File: config.mk
export PLATFORM = sky130hd
export DESIGN_NAME = banked_irq_ctrl
export DESIGN_NICKNAME = d
export VERILOG_FILES = /design/src/rtl/irq_ctrl_pkg.sv /design/src/rtl/irq_src_sync.sv /design/src/rtl/irq_bank_regs.sv /design/src/rtl/banked_irq_ctrl.sv
export SDC_FILE = /design/constraint.sdc
export NUM_CORES = 1
export LEC_CHECK = 0
export BUFFER_PORTS_ARGS = -buffer_cell sky130_fd_sc_hd__buf_4
export CAP_MARGIN = 25
export CELL_PAD_IN_SITES_DETAIL_PLACEMENT = 1
export CELL_PAD_IN_SITES_GLOBAL_PLACEMENT = 1
export CORE_MARGIN = 5
export CORE_UTILIZATION = 43
export CTS_CLUSTER_SIZE = 24
export DETAILED_ROUTE_END_ITERATION = 10
export GPL_ROUTABILITY_DRIVEN = 0
export PLACE_DENSITY = 0.92
export SLEW_MARGIN = 30
export SYNTH_ARGS = -nofsm -noshare
export SYNTH_HDL_FRONTEND = slang
export SYNTH_SLANG_ARGS = --single-unit
File: constraint.sdc
create_clock -name clk -period 2.6 [get_ports clk]
set_input_delay 0.78 -clock clk [delete_from_list [all_inputs] [get_ports clk]]
set_output_delay 0.78 -clock clk [all_outputs]
set_load 0.02 [all_outputs]
File: src/rtl/irq_ctrl_pkg.sv
package irq_ctrl_pkg;

  localparam int unsigned SRC_PER_BANK   = 32;
  localparam int unsigned BANK_SPAN_LOG2 = 5;

  localparam logic [BANK_SPAN_LOG2-1:0] OFS_STATUS = 5'h00;
  localparam logic [BANK_SPAN_LOG2-1:0] OFS_MASK   = 5'h04;
  localparam logic [BANK_SPAN_LOG2-1:0] OFS_SET    = 5'h08;
  localparam logic [BANK_SPAN_LOG2-1:0] OFS_CLR    = 5'h0C;
  localparam logic [BANK_SPAN_LOG2-1:0] OFS_PEND   = 5'h10;

  typedef enum logic [2:0] {
    SEL_NONE,
    SEL_STATUS,
    SEL_MASK,
    SEL_SET,
    SEL_CLR,
    SEL_PEND
  } reg_sel_e;

  function automatic reg_sel_e decode_ofs(input logic [BANK_SPAN_LOG2-1:0] ofs);
    case (ofs)
      OFS_STATUS: return SEL_STATUS;
      OFS_MASK:   return SEL_MASK;
      OFS_SET:    return SEL_SET;
      OFS_CLR:    return SEL_CLR;
      OFS_PEND:   return SEL_PEND;
      default:    return SEL_NONE;
    endcase
  endfunction

endpackage

File: src/rtl/irq_src_sync.sv
module irq_src_sync #(
  parameter int unsigned W = 32
) (
  input  logic         clk,
  input  logic         rst,
  input  logic [W-1:0] d_i,
  output logic [W-1:0] q_o
);

  logic [W-1:0] meta_q;
  logic [W-1:0] sync_q;

  always_ff @(posedge clk) begin
    if (rst) begin
      meta_q <= '0;
      sync_q <= '0;
    end else begin
      meta_q <= d_i;
      sync_q <= meta_q;
    end
  end

  assign q_o = sync_q;

  // Status lags the raw inputs by exactly two edges once out of reset.
  assert_sync_delay_R1: assert property (@(posedge clk) disable iff (rst)
    (!$past(rst) && !$past(rst, 2)) |-> (q_o == $past(d_i, 2)));

endmodule

File: src/rtl/irq_bank_regs.sv
module irq_bank_regs
  import irq_ctrl_pkg::*;
#(
  parameter int unsigned W = SRC_PER_BANK
) (
  input  logic         clk,
  input  logic         rst,
  input  logic [W-1:0] status_i,
  input  logic         wr_en_i,
  input  reg_sel_e     wr_sel_i,
  input  logic [W-1:0] wdata_i,
  output logic [W-1:0] mask_o,
  output logic [W-1:0] pend_o
);

  logic [W-1:0] mask_q;

  always_ff @(posedge clk) begin
    if (rst) begin
      mask_q <= '1;
    end else if (wr_en_i) begin
      case (wr_sel_i)
        SEL_MASK: mask_q <= wdata_i;
        SEL_SET:  mask_q <= mask_q | wdata_i;
        SEL_CLR:  mask_q <= mask_q & ~wdata_i;
        default:  mask_q <= mask_q;
      endcase
    end
  end

  assign mask_o = mask_q;
  assign pend_o = status_i & ~mask_q;

  assert_mask_reset_R2: assert property (@(posedge clk) disable iff (rst)
    $past(rst) |-> (&mask_q));

  assert_set_alias_R4: assert property (@(posedge clk) disable iff (rst)
    (wr_en_i && wr_sel_i == SEL_SET) |=> ((mask_q & $past(wdata_i)) == $past(wdata_i)));

  assert_clr_alias_R4: assert property (@(posedge clk) disable iff (rst)
    (wr_en_i && wr_sel_i == SEL_CLR) |=> ((mask_q & $past(wdata_i)) == '0));

  assert_mask_hold_R8: assert property (@(posedge clk) disable iff (rst)
    !wr_en_i |=> $stable(mask_q));

endmodule

File: src/rtl/banked_irq_ctrl.sv
module banked_irq_ctrl
  import irq_ctrl_pkg::*;
#(
  parameter int unsigned NUM_BANKS = 2,
  parameter int unsigned ADDR_W    = 8
) (
  input  logic                            clk,
  input  logic                            rst,
  input  logic [NUM_BANKS*SRC_PER_BANK-1:0] src_i,
  input  logic [ADDR_W-1:0]               bus_addr,
  input  logic                            bus_we,
  input  logic [SRC_PER_BANK-1:0]         bus_wdata,
  output logic [SRC_PER_BANK-1:0]         bus_rdata,
  output logic                            irq_o
);

  localparam int unsigned W          = SRC_PER_BANK;
  localparam int unsigned BANK_IDX_W = ADDR_W - BANK_SPAN_LOG2;

  logic [BANK_IDX_W-1:0]     bank_idx;
  logic [BANK_SPAN_LOG2-1:0] ofs;
  reg_sel_e                  sel;
  logic                      mask_wr;

  assign bank_idx = bus_addr[ADDR_W-1:BANK_SPAN_LOG2];
  assign ofs      = bus_addr[BANK_SPAN_LOG2-1:0];
  assign sel      = decode_ofs(ofs);
  assign mask_wr  = bus_we && (sel == SEL_MASK || sel == SEL_SET || sel == SEL_CLR);

  logic [W-1:0]         stat_w [NUM_BANKS];
  logic [W-1:0]         mask_w [NUM_BANKS];
  logic [W-1:0]         pend_w [NUM_BANKS];
  logic [NUM_BANKS-1:0] bank_hit;
  logic [NUM_BANKS-1:0] pend_nz;

  for (genvar b = 0; b < NUM_BANKS; b++) begin : g_bank
    assign bank_hit[b] = (bank_idx == BANK_IDX_W'(b));

    irq_src_sync #(.W(W)) u_sync (
      .clk (clk),
      .rst (rst),
      .d_i (src_i[b*W +: W]),
      .q_o (stat_w[b])
    );

    irq_bank_regs #(.W(W)) u_regs (
      .clk      (clk),
      .rst      (rst),
      .status_i (stat_w[b]),
      .wr_en_i  (mask_wr && bank_hit[b]),
      .wr_sel_i (sel),
      .wdata_i  (bus_wdata),
      .mask_o   (mask_w[b]),
      .pend_o   (pend_w[b])
    );

    assign pend_nz[b] = |pend_w[b];
  end

  logic [W-1:0] rd_next;

  always_comb begin
    rd_next = '0;
    for (int b = 0; b < NUM_BANKS; b++) begin
      if (bank_hit[b]) begin
        case (sel)
          SEL_STATUS: rd_next = stat_w[b];
          SEL_MASK:   rd_next = mask_w[b];
          SEL_PEND:   rd_next = pend_w[b];
          default:    rd_next = '0;
        endcase
      end
    end
  end

  logic [W-1:0] rdata_q;
  logic         irq_q;

  always_ff @(posedge clk) begin
    if (rst) begin
      rdata_q <= '0;
      irq_q   <= 1'b0;
    end else begin
      rdata_q <= rd_next;
      irq_q   <= |pend_nz;
    end
  end

  assign bus_rdata = rdata_q;
  assign irq_o     = irq_q;

  logic readable;
  assign readable = (|bank_hit) && (sel == SEL_STATUS || sel == SEL_MASK || sel == SEL_PEND);

  assert_unmapped_read_zero_R8: assert property (@(posedge clk) disable iff (rst)
    !readable |=> (bus_rdata == '0));

  assert_irq_rise_R6: assert property (@(posedge clk) disable iff (rst)
    (|pend_nz) |=> irq_o);

  assert_irq_fall_R6: assert property (@(posedge clk) disable iff (rst)
    !(|pend_nz) |=> !irq_o);

endmodule

==> results of run 1 <==
==> routing by layer <==
layer  track usage  vias to the layer above  routed length, um
met3        0.0461                       78               3120
met4        0.0929                        0               1130
met1         0.335                     3811              11800
li1              -                     3496                  -
met2         0.421                      464              13900
met5             0                        -                  0
==> path summary, 6_finish.rpt <==
check	start	end	slack (ns)
max	bus_addr[4]	g_bank[1].u_regs.mask_o[18]	0.54
min	g_bank[1].u_sync.meta_q[30]	g_bank[1].u_sync.q_o[30]	0.44
max reg2reg	g_bank[0].u_regs.mask_o[14]	irq_o	0.91
min reg2reg	g_bank[1].u_sync.meta_q[30]	g_bank[1].u_sync.q_o[30]	0.44
==> power groups by stage <==
| stage | clock network [mW] | logic [mW] | registers (mW) |
|---|---|---|---|
| final | 3.09 | 0.495 | 3.60 |
| after global routing | 3.26 | 0.534 | 3.61 |
| after CTS | 3.12 | 0.491 | 3.60 |
| after detailed placement | 0 | 0.483 | 3.68 |
| after global placement | 0 | 0.457 | 3.67 |
| after floorplan | 0 | 0.239 | 3.65 |
==> sequential cells by signal, summed over array words and instances, names as in the netlist <==
| name | flops |
|---|---|
| g_bank.u_regs.mask_o | 64 |
| g_bank.u_sync.q_o | 64 |
| g_bank.u_sync.meta_q | 64 |
| bus_rdata | 32 |
| irq_o | 1 |
==> synth_stat cells, types with 7 or more instances <==
cell      instances
a211oi_1         64
a21oi_1          96
a32oi_1          64
buf_2            13
buf_6             7
clkbuf_1         49
dfxtp_1         225
inv_1            55
nand2_1          66
nand2b_1          9
nor2_1           65
nor2b_1         128
o22a_1           32
o22ai_1          22
==> through the flow <==
stage | std cells | worst slack (ns) | utilization | area [sq um]
2_1_floorplan | 924 | 0.385 | - | 8570
3_3_place_gp | 1279 | 0.179 | 0.508 | 9910
3_5_place_dp | 1279 | 0.108 | 0.508 | 9910
4_1_cts | 1319 | 0.609 | 0.543 | 10600
5_1_grt | 1319 | 0.458 | 0.543 | 10600
6_report | 1320 | 0.543 | 0.543 | 10600
==> cell type report <==
cell class              count  area [sq um]
fillers                  2238          8920
flip-flops and latches    225          4500
multi-input cells         574          3560
repair buffers            160          1310
clock buffers              35           651
well taps                 265           332
inverters                  55           206
clock inverters             5          40.0
diodes                      1          2.50
==> kinds of logic (layout without fill, tap and decap cells) <==
kind of cell	count (synthesis)	after routing
other cells	0	1
simple gates	286	286
buf+inv	125	255
compound gates	288	288
flops	225	225
==> flow_metrics.py, run 1 <==
metrics = {
    "grt": {
        "gr-total-overflow": 0,
        "grt_pass1_vias": 7953,
        "antenna_found_initial": 1,
        "grt_pass1_wl_mm": 45.1,
        "grt_usage": 0.255,
        "grt_max_degree": 75,
    },
    "critical_path": {
        "critical_path_depth": 8,
        "r2r.worst_path.cells": 5,
        "critical-path-top-delay-family": "buffers and inverters",
        "critPathLaunchType": "input pin",
        "cpMostUsedCell": "buf_4",
        "crit_type": "in -> reg",
        "crit_buf_inv": 3,
        "crit_arrival_ns": 2.45,
        "critPathCaptureType": "flip-flop",
        "required_ns": 2.99,
        "crit_slowest_cell": "buf_4",
        "critPathMaxFanout": 35,
        "path_cells": "buf_4 > buf_4 > nor3_1 > nand2_1 > buf_4 > nor2_1 > a21oi_1 > a21oi_1",
        "cp_slowest_stage_delay_ns": 0.42,
    },
    "cells_and_area": {
        "drive_gt1_frac": 0.188,
        "final_common_cell": "dfxtp_1",
        "areaGrowthSynthToFinish_pct": 23.7,
        "nNetsFinal": 1146,
        "layout_common_cells": "225 x dfxtp_1, 151 x buf_4, 128 x nor2b_1",
    },
    "sta": {
        "whs_ns": 0.437,
        "fmax_mhz": 486,
        "period_needed_ns": 2.06,
        "rsz0062_at_grt": "no",
        "maxSlewViolCount": 0,
        "skew_ns": 0.0158,
        "finalHoldViolations": 0,
        "setup_viol": 0,
        "period_share": 0.791,
        "relSlewSlack": 0.551,
        "worst_slew_pin_slew_ns": 0.673,
        "tns_ns": 0,
    },
    "logic_synthesis": {
        "synthFlopType": "dfxtp_1",
        "synth_top_area_frac": 0.526,
        "yosys_warnings": 0,
        "synthDistinctLibCells": 30,
        "yosysSeqAreaShare": 0.526,
        "syn_area_per_cell_sq_um": 9.28,
        "muxShareOfSynthArea": 0,
        "synth_xor_area_frac": 0,
        "synthCells": 924,
        "synth_area_leaders": "dfxtp_1 53%, nor2b_1 9.3%, a32oi_1 6.5%",
        "synth_area_sq_mm": 0.00857,
        "synth-edff-count": 0,
        "synth-compound-area-share": 0.236,
        "yosys.area_share.adder": 0,
        "ys_ff_latch": 225,
        "synth.largest_area_cell": "dfxtp_1",
        "postSynth.asyncResetShare": 0,
        "synth-simple-area-share": 0.176,
        "synth_top_family_by_area": "compound AO/OA/AOI/OAI gates",
        "synth_fp_nets": 1031,
    },
    "clock_network": {
        "cts_root_buffer": "clkbuf_16",
        "tritoncts": "done",
        "htree_levels": 1,
        "clkTransAtPathRegs_ns": 0.06,
        "cts_buffer_depth": 3,
        "clk_latency_ns": 0.52,
        "cts_resized": 0,
        "cts-buffers-inserted": 23,
        "ctsHoldBuffers": 0,
        "cts_setup_buffers": 0,
        "clock_sinks": 225,
    },
    "routing": {
        "first_pass_iters": 5,
        "ant_nets": 0,
        "routedWlPerCell_um": 22.7,
        "drt_iter0_markers": 808,
        "via_count": 7849,
        "wirelength_mm": 29.9,
        "via_per_inst": 5.95,
        "drc": 0,
    },
    "power_and_ir_drop": {
        "p_int_mw": 5.50,
        "peakVddDrop_uv": 429,
        "report.power.total_mw": 7.18,
        "p_leak_nw": 4.20,
        "pwr-share-comb": 0.069,
        "swShare": 0.234,
        "p_per_area_mw_per_mm2": 677,
        "pwr-share-seq": 0.501,
        "power.share.clock": 0.430,
        "switchingPower_mw": 1.68,
    },
    "outcome": {
        "status": "finished clean",
    },
    "placement": {
        "hpwl_mm": 19.5,
        "port_buffers": 139,
    },
    "floorplan": {
        "fp.dieArea_sq_mm": 0.0229,
        "row_count": 51,
        "io_pins": 140,
        "start_util": 0.439,
        "die_w_um": 151,
        "die_h_um": 151,
        "fp.coreArea_sq_mm": 0.0195,
    },
    "run": {
        "drv_cap": 0,
    },
    "hold_path": {
        "worstHoldPathType": "reg -> reg",
        "hold_depth": 1,
    },
}
Note: power is estimated with default switching activity, not from simulation.
==> run 2: changes to the inputs <==
--- a/config.mk
+++ b/config.mk
@@ -5,16 +5,17 @@
 export SDC_FILE = /design/constraint.sdc
 export NUM_CORES = 1
 export LEC_CHECK = 0
+export ABC_AREA = 1
 export BUFFER_PORTS_ARGS = -buffer_cell sky130_fd_sc_hd__buf_4
 export CAP_MARGIN = 25
 export CELL_PAD_IN_SITES_DETAIL_PLACEMENT = 1
 export CELL_PAD_IN_SITES_GLOBAL_PLACEMENT = 1
 export CORE_MARGIN = 5
-export CORE_UTILIZATION = 43
+export CORE_UTILIZATION = 40
 export CTS_CLUSTER_SIZE = 24
 export DETAILED_ROUTE_END_ITERATION = 10
 export GPL_ROUTABILITY_DRIVEN = 0
-export PLACE_DENSITY = 0.92
+export PLACE_DENSITY = 0.91
 export SLEW_MARGIN = 30
 export SYNTH_ARGS = -nofsm -noshare
 export SYNTH_HDL_FRONTEND = slang
==> constraint.sdc (replaced) <==
create_clock -name clk -period 2.1 [get_ports clk]
set_input_delay 0.63 -clock clk [delete_from_list [all_inputs] [get_ports clk]]
set_output_delay 0.63 -clock clk [all_outputs]
set_load 0.02 [all_outputs]
==> run 2 against run 1 <==
Routed wire length is 9.7% higher; clock skew fell by 0.0081 ns; sequential share of layout area decreased by 4.3 points; final area up 11%; first-iteration DRC count fell by 29%; cell count increased by 44%; largest power group unchanged; critical path depth decreased by 2; via count up 24%; largest cell class unchanged.
==> flow_metrics.py, run 2 <==
metrics = {
    "cells_and_area": {
        "nNetsFinal": 1670,
        "layout_common_cells": "445 x nand2_1, 251 x inv_1, 225 x dfxtp_1",
        "final_common_cell": "nand2_1",
        "drive_gt1_frac": 0.141,
        "stdcell_count": 1895,
        "antenna_cells": 0,
        "areaGrowthSynthToFinish_pct": 23.8,
        "nFillCells": 3090,
        "finalInstanceArea_sq_mm": 0.0118,
    },
    "critical_path": {
        "rrSetupSlack_ns": 0.63,
        "r2r-end": "irq_o",
        "required_ns": 2.51,
        "crit_arrival_ns": 2.10,
        "crit_type": "in -> reg",
        "cpMostUsedCell": "a21oi_1",
        "critPathLaunchType": "input pin",
        "critPathMaxFanout": 8,
        "cp_slowest_stage_delay_ns": 0.54,
        "crit_buf_inv": 1,
        "crit_slowest_cell": "a21oi_1",
        "critical-path-top-delay-family": "compound AO/OA/AOI/OAI gates",
        "critical_path_depth": 6,
        "r2r.worst_path.cells": 9,
        "critPathCaptureType": "flip-flop",
        "path_cells": "buf_4 > nor2_8 > nand3_2 > a21oi_1 > nand2_1 > a21oi_1",
        "r2r-start": "g_bank[1].u_regs.mask_o[18]",
    },
    "sta": {
        "period_share": 0.803,
        "fmax_mhz": 593,
        "worst_slew_pin_slew_ns": 0.575,
        "whs_ns": 0.316,
        "relSlewSlack": 0.616,
        "maxSlewViolCount": 0,
        "skew_ns": 0.00773,
        "worst_slack_ns": 0.414,
        "rsz0062_at_grt": "no",
        "period_needed_ns": 1.69,
        "setup_viol": 0,
        "finalHoldViolations": 0,
    },
    "routing": {
        "drt_iter0_markers": 577,
        "via_per_inst": 5.14,
        "via_count": 9742,
        "wirelength_mm": 32.8,
        "ant_nets": 0,
        "routedWlPerCell_um": 17.3,
        "first_pass_iters": 5,
        "drc": 0,
    },
    "clock_network": {
        "cts_root_buffer": "clkbuf_16",
        "cts-buffers-inserted": 24,
        "tritoncts": "done",
        "cts_setup_buffers": 0,
        "clock_sinks": 225,
        "clkTransAtPathRegs_ns": 0.06,
        "ctsHoldBuffers": 0,
        "cts_resized": 0,
        "clk_latency_ns": 0.52,
        "htree_levels": 1,
        "cts_buffer_depth": 3,
    },
    "logic_synthesis": {
        "postSynth.asyncResetShare": 0,
        "synth-edff-count": 0,
        "post-synth-top-count-cell": "nand2_1",
        "yosys_warnings": 0,
        "synth.largest_area_cell": "dfxtp_1",
        "yosysSeqAreaShare": 0.473,
        "synth_fp_nets": 1540,
        "synthFlopType": "dfxtp_1",
        "synth_area_leaders": "dfxtp_1 47%, nand2_1 18%, inv_1 9.9%",
        "synthDistinctLibCells": 20,
        "synth_area_sq_mm": 0.00953,
        "ys_ff_latch": 225,
        "synth_common_cells": "445 x nand2_1, 251 x inv_1, 225 x dfxtp_1",
        "syn_area_per_cell_sq_um": 6.65,
        "synthCells": 1433,
        "synth_top_area_frac": 0.473,
    },
    "hold_path": {
        "hold_depth": 3,
        "min_to": "g_bank[0].u_sync.meta_q[22]",
        "min_from": "src_i[22]",
        "worstHoldPathType": "in -> reg",
    },
    "placement": {
        "port_buffers": 139,
        "hpwl_mm": 22.0,
        "dpl_cell_area_sq_mm": 0.0111,
        "dp_slack_ns": -0.0707,
        "dp_cells": 1856,
    },
    "outcome": {
        "status": "finished clean",
    },
    "power_and_ir_drop": {
        "report.power.total_mw": 9.08,
        "peakVddDrop_uv": 489,
        "p_per_area_mw_per_mm2": 769,
        "p_leak_nw": 6.42,
    },
    "run": {
        "drv_cap": 0,
    },
    "grt": {
        "grt_usage": 0.242,
        "grt_pass1_vias": 10300,
        "antenna_found_initial": 0,
        "grt_max_degree": 56,
        "grt_pass1_wl_mm": 52.0,
        "gr-total-overflow": 0,
    },
    "floorplan": {
        "fp.dieArea_sq_mm": 0.0270,
        "start_util": 0.406,
        "die_h_um": 164,
        "io_pins": 140,
        "die_w_um": 164,
        "row_count": 56,
        "fp.coreArea_sq_mm": 0.0235,
    },
}
[run 2: cell count changes after synthesis, moves of 32 or more]
cell and change:
nand2_1 +379, inv_1 +196, nor2b_1 -128, o21ai_0 +116, nor2_1 +91, a211oi_1 -64
a32oi_1 -64, a21oi_1 -63, nand3_1 +41, nand4_1 +32, o22a_1 -32
[run 2: layout make-up]
class | instances | area, sq um | area share
Clock buffer | 35 | 713 | 0.0604
Clock inverter | 4 | 20.0 | 0.00170
Inverter | 255 | 957 | 0.0811
Multi-Input combinational cell | 880 | 3770 | 0.319
Sequential cell | 225 | 4500 | 0.382
Tap cell | 319 | 399 | 0.0338
Timing Repair Buffer | 177 | 1440 | 0.122
[run 2: worst register-to-register path: stages, from the launching register on]
cell	delay (ns)
dfxtp_1	0.33
inv_1	0.05
nand2_1	0.09
nand2_1	0.06
nor2_1	0.19
nand2_1	0.12
nor2_1	0.16
nand2_1	0.08
nor2_1	0.21
nor2_1	0.08
[run 2: metal layers]
layer	track usage	vias up	wire length [um]
met5	0	-	0
met4	0.113	0	1550
met3	0.0452	122	2180
met2	0.434	361	16400
met1	0.278	4647	12700
li1	-	4612	-
[run 2: cells by family (layout without fill, tap and decap cells)]
family / count (synthesis) / count (layout) / share of synthesized area
AO/OA/AOI/OAI: 199 / 199 / 0.109
buffers and inverters: 328 / 471 / 0.132
flip-flops: 225 / 225 / 0.473
AND/OR/NAND/NOR: 681 / 681 / 0.286
[run 2: power breakdown]
part / switching, mW / leakage (nW) / internal, mW
clock: 1.66 / 0.366 / 2.33
sequential: 0.0552 / 1.84 / 4.39
combinational: 0.393 / 4.22 / 0.256
[run 2: worst max-delay path by stage]
stage                       startpoint                     endpoint
after global placement     bus_addr[3]                bus_rdata[13]
after CTS                 bus_rdata[9]                 bus_rdata[9]
after floorplan            bus_addr[1]  g_bank[0].u_regs.mask_o[10]
after global routing       bus_addr[1]                bus_rdata[24]
after detailed placement   bus_addr[3]                bus_rdata[24]
final                      bus_addr[1]                bus_rdata[24]
[run 2: stage by stage]
step | utilization | setup TNS, ns
after floorplan | - | 0
after global placement | 0.472 | 0
after detailed placement | 0.472 | -0.0707
after CTS | 0.503 | 0
after global routing | 0.503 | 0
final | 0.503 | 0
==> run 3: changes to the inputs <==
--- a/config.mk
+++ b/config.mk
@@ -5,17 +5,17 @@
 export SDC_FILE = /design/constraint.sdc
 export NUM_CORES = 1
 export LEC_CHECK = 0
-export ABC_AREA = 1
+export ABC_AREA = 0
 export BUFFER_PORTS_ARGS = -buffer_cell sky130_fd_sc_hd__buf_4
 export CAP_MARGIN = 25
 export CELL_PAD_IN_SITES_DETAIL_PLACEMENT = 1
 export CELL_PAD_IN_SITES_GLOBAL_PLACEMENT = 1
 export CORE_MARGIN = 5
-export CORE_UTILIZATION = 40
+export CORE_UTILIZATION = 38
 export CTS_CLUSTER_SIZE = 24
 export DETAILED_ROUTE_END_ITERATION = 10
 export GPL_ROUTABILITY_DRIVEN = 0
-export PLACE_DENSITY = 0.91
+export PLACE_DENSITY = 0.87
 export SLEW_MARGIN = 30
 export SYNTH_ARGS = -nofsm -noshare
 export SYNTH_HDL_FRONTEND = slang
==> constraint.sdc (replaced) <==
create_clock -name clk -period 1.44 [get_ports clk]
set_input_delay 0.432 -clock clk [delete_from_list [all_inputs] [get_ports clk]]
set_output_delay 0.432 -clock clk [all_outputs]
set_load 0.02 [all_outputs]
==> run 3 against run 2 <==
The flow now finishes with violations (setup timing); non-clock buffer count rose by 43; critical path depth rose by 2; via count fell by 13%; power rose by 55%; critical endpoint is now g_bank[1].u_regs.mask_o[0]; largest power group unchanged.
==> flow_metrics.py, run 3 (synthesized netlist as in run 1, its figures left out) <==
metrics = {
    "outcome": {
        "status": "complete, but fails checks",
        "violations": "setup timing",
    },
    "cells_and_area": {
        "antenna_cells": 0,
        "fin_util": 0.520,
        "regArea_sq_mm": 0.00452,
        "drive_gt1_frac": 0.279,
        "nNetsFinal": 1207,
        "final_common_cell": "dfxtp_1",
        "nFillCells": 2487,
        "multiInputGateArea_sq_mm": 0.00375,
        "stdcell_count": 1402,
        "areaGrowthSynthToFinish_pct": 36.2,
        "layout_common_cells": "210 x dfxtp_1, 174 x buf_4, 128 x nor2b_1",
    },
    "critical_path": {
        "critPathLaunchType": "input pin",
        "cp-startpoint": "bus_addr[4]",
        "crit_arrival_ns": 2.13,
        "r2r-end": "irq_o",
        "r2r-start": "g_bank[0].u_regs.mask_o[14]",
        "required_ns": 1.81,
        "r2r.worst_path.cells": 5,
        "critPathMaxFanout": 16,
        "critPathCaptureType": "flip-flop",
        "crit_type": "in -> reg",
        "rrSetupSlack_ns": -0.19,
    },
    "routing": {
        "first_pass_iters": 5,
        "routed-wl-met3_mm": 3.50,
        "wl_met2_mm": 16.8,
        "drc": 0,
        "drt_iter0_markers": 1123,
        "ant_nets": 0,
        "via_per_inst": 6.06,
        "highest_layer": "met5",
        "met1Wirelength_mm": 13.1,
        "routedWlPerCell_um": 25.7,
        "via_count": 8501,
        "wirelength_mm": 36.1,
    },
    "sta": {
        "maxSlewViolCount": 0,
        "skew_ns": 0.0130,
        "rsz0062_at_grt": "yes",
        "period_share": 1.22,
        "fmax_mhz": 571,
        "period_needed_ns": 1.75,
        "relSlewSlack": 0.664,
        "finalHoldViolations": 0,
        "worst_slack_ns": -0.313,
        "whs_ns": 0.116,
        "worst_slew_pin_slew_ns": 0.505,
        "setup_viol": 76,
    },
    "hold_path": {
        "min_from": "src_i[22]",
        "hold_depth": 2,
        "worstHoldPathType": "in -> reg",
        "min_to": "g_bank[0].u_sync.meta_q[22]",
    },
    "grt": {
        "grt_pass1_wl_mm": 47.8,
        "gr-total-overflow": 0,
        "grt_usage": 0.234,
        "grt_pass1_vias": 8389,
        "antenna_found_initial": 2,
        "grt_max_degree": 83,
    },
    "floorplan": {
        "row_count": 55,
        "die_w_um": 160,
        "die_h_um": 160,
        "fp.coreArea_sq_mm": 0.0224,
        "io_pins": 140,
        "fp.dieArea_sq_mm": 0.0257,
        "start_util": 0.382,
    },
    "clock_network": {
        "clk_latency_ns": 0.53,
        "cts_root_buffer": "clkbuf_16",
        "cts_buffer_depth": 3,
        "clkTransAtPathRegs_ns": 0.07,
        "clock_sinks": 225,
        "ctsHoldBuffers": 0,
        "cts-buffers-inserted": 24,
        "htree_levels": 1,
        "tritoncts": "done",
    },
    "power_and_ir_drop": {
        "p_leak_nw": 4.65,
        "p_per_area_mw_per_mm2": 1210,
        "peakVddDrop_uv": 757,
    },
    "placement": {
        "hpwl_mm": 21.3,
        "dp_cells": 1348,
        "dp_slack_ns": -0.587,
        "port_buffers": 139,
    },
    "run": {
        "drv_cap": 0,
    },
}
run 3: worst max-delay path by stage:
| stage | to | cells past startpoint |
|---|---|---|
| final | g_bank[1].u_regs.mask_o[0] | 8 |
| after floorplan | bus_rdata[10] | 8 |
| after CTS | bus_rdata[30] | 8 |
| after global routing | g_bank[1].u_regs.mask_o[0] | 7 |
| after detailed placement | bus_rdata[20] | 8 |
| after global placement | bus_rdata[31] | 8 |
run 3: timing repair:
action,in CTS,in global routing
cloned,1,5
pin swaps,7,16
setup buffers,2,3
gates resized for setup,30,51
hold endpoints to repair,0,0
setup endpoints to repair,47,100
run 3: per-stage QoR:
| stage | instance area [sq um] | setup TNS, ns | power [mW] |
|---|---|---|---|
| after floorplan | 8590 | -27.24 | 7.02 |
| after global placement | 10400 | -42.25 | 7.52 |
| after detailed placement | 10400 | -48.75 | 7.56 |
| after CTS | 11300 | -0.0812 | 14.0 |
| after global routing | 11700 | -5.28 | 14.5 |
| final | 11700 | -4.51 | 14.1 |
run 3: per-layer routing:
layer  GRT usage  vias up
met4       0.124        4
met5           0        -
li1            -     3637
met3      0.0532      206
met2       0.394      573
met1       0.280     4081
run 3: cell type report:
type,instances,area share
multi-input combinational,574,0.321
timing repair buffer,220,0.173
inverter,55,0.0177
sequential,225,0.387
tap,285,0.0305
clock buffer,33,0.0596
clock inverter,10,0.0110
run 3: report_power, final:
| part | internal (mW) | total [mW] | switching (mW) |
|---|---|---|---|
| registers | 6.40 | 6.52 | 0.118 |
| logic | 0.464 | 1.03 | 0.568 |
| clock network | 3.91 | 6.52 | 2.61 |
run 3: worst max-delay path, cell delays in order:
cell     delay [ns]
buf_4          0.15
buf_4          0.20
nor3_2         0.25
nand2_1        0.13
buf_4          0.23
nor2_1         0.16
a21oi_1        0.11
a21oi_1        0.46
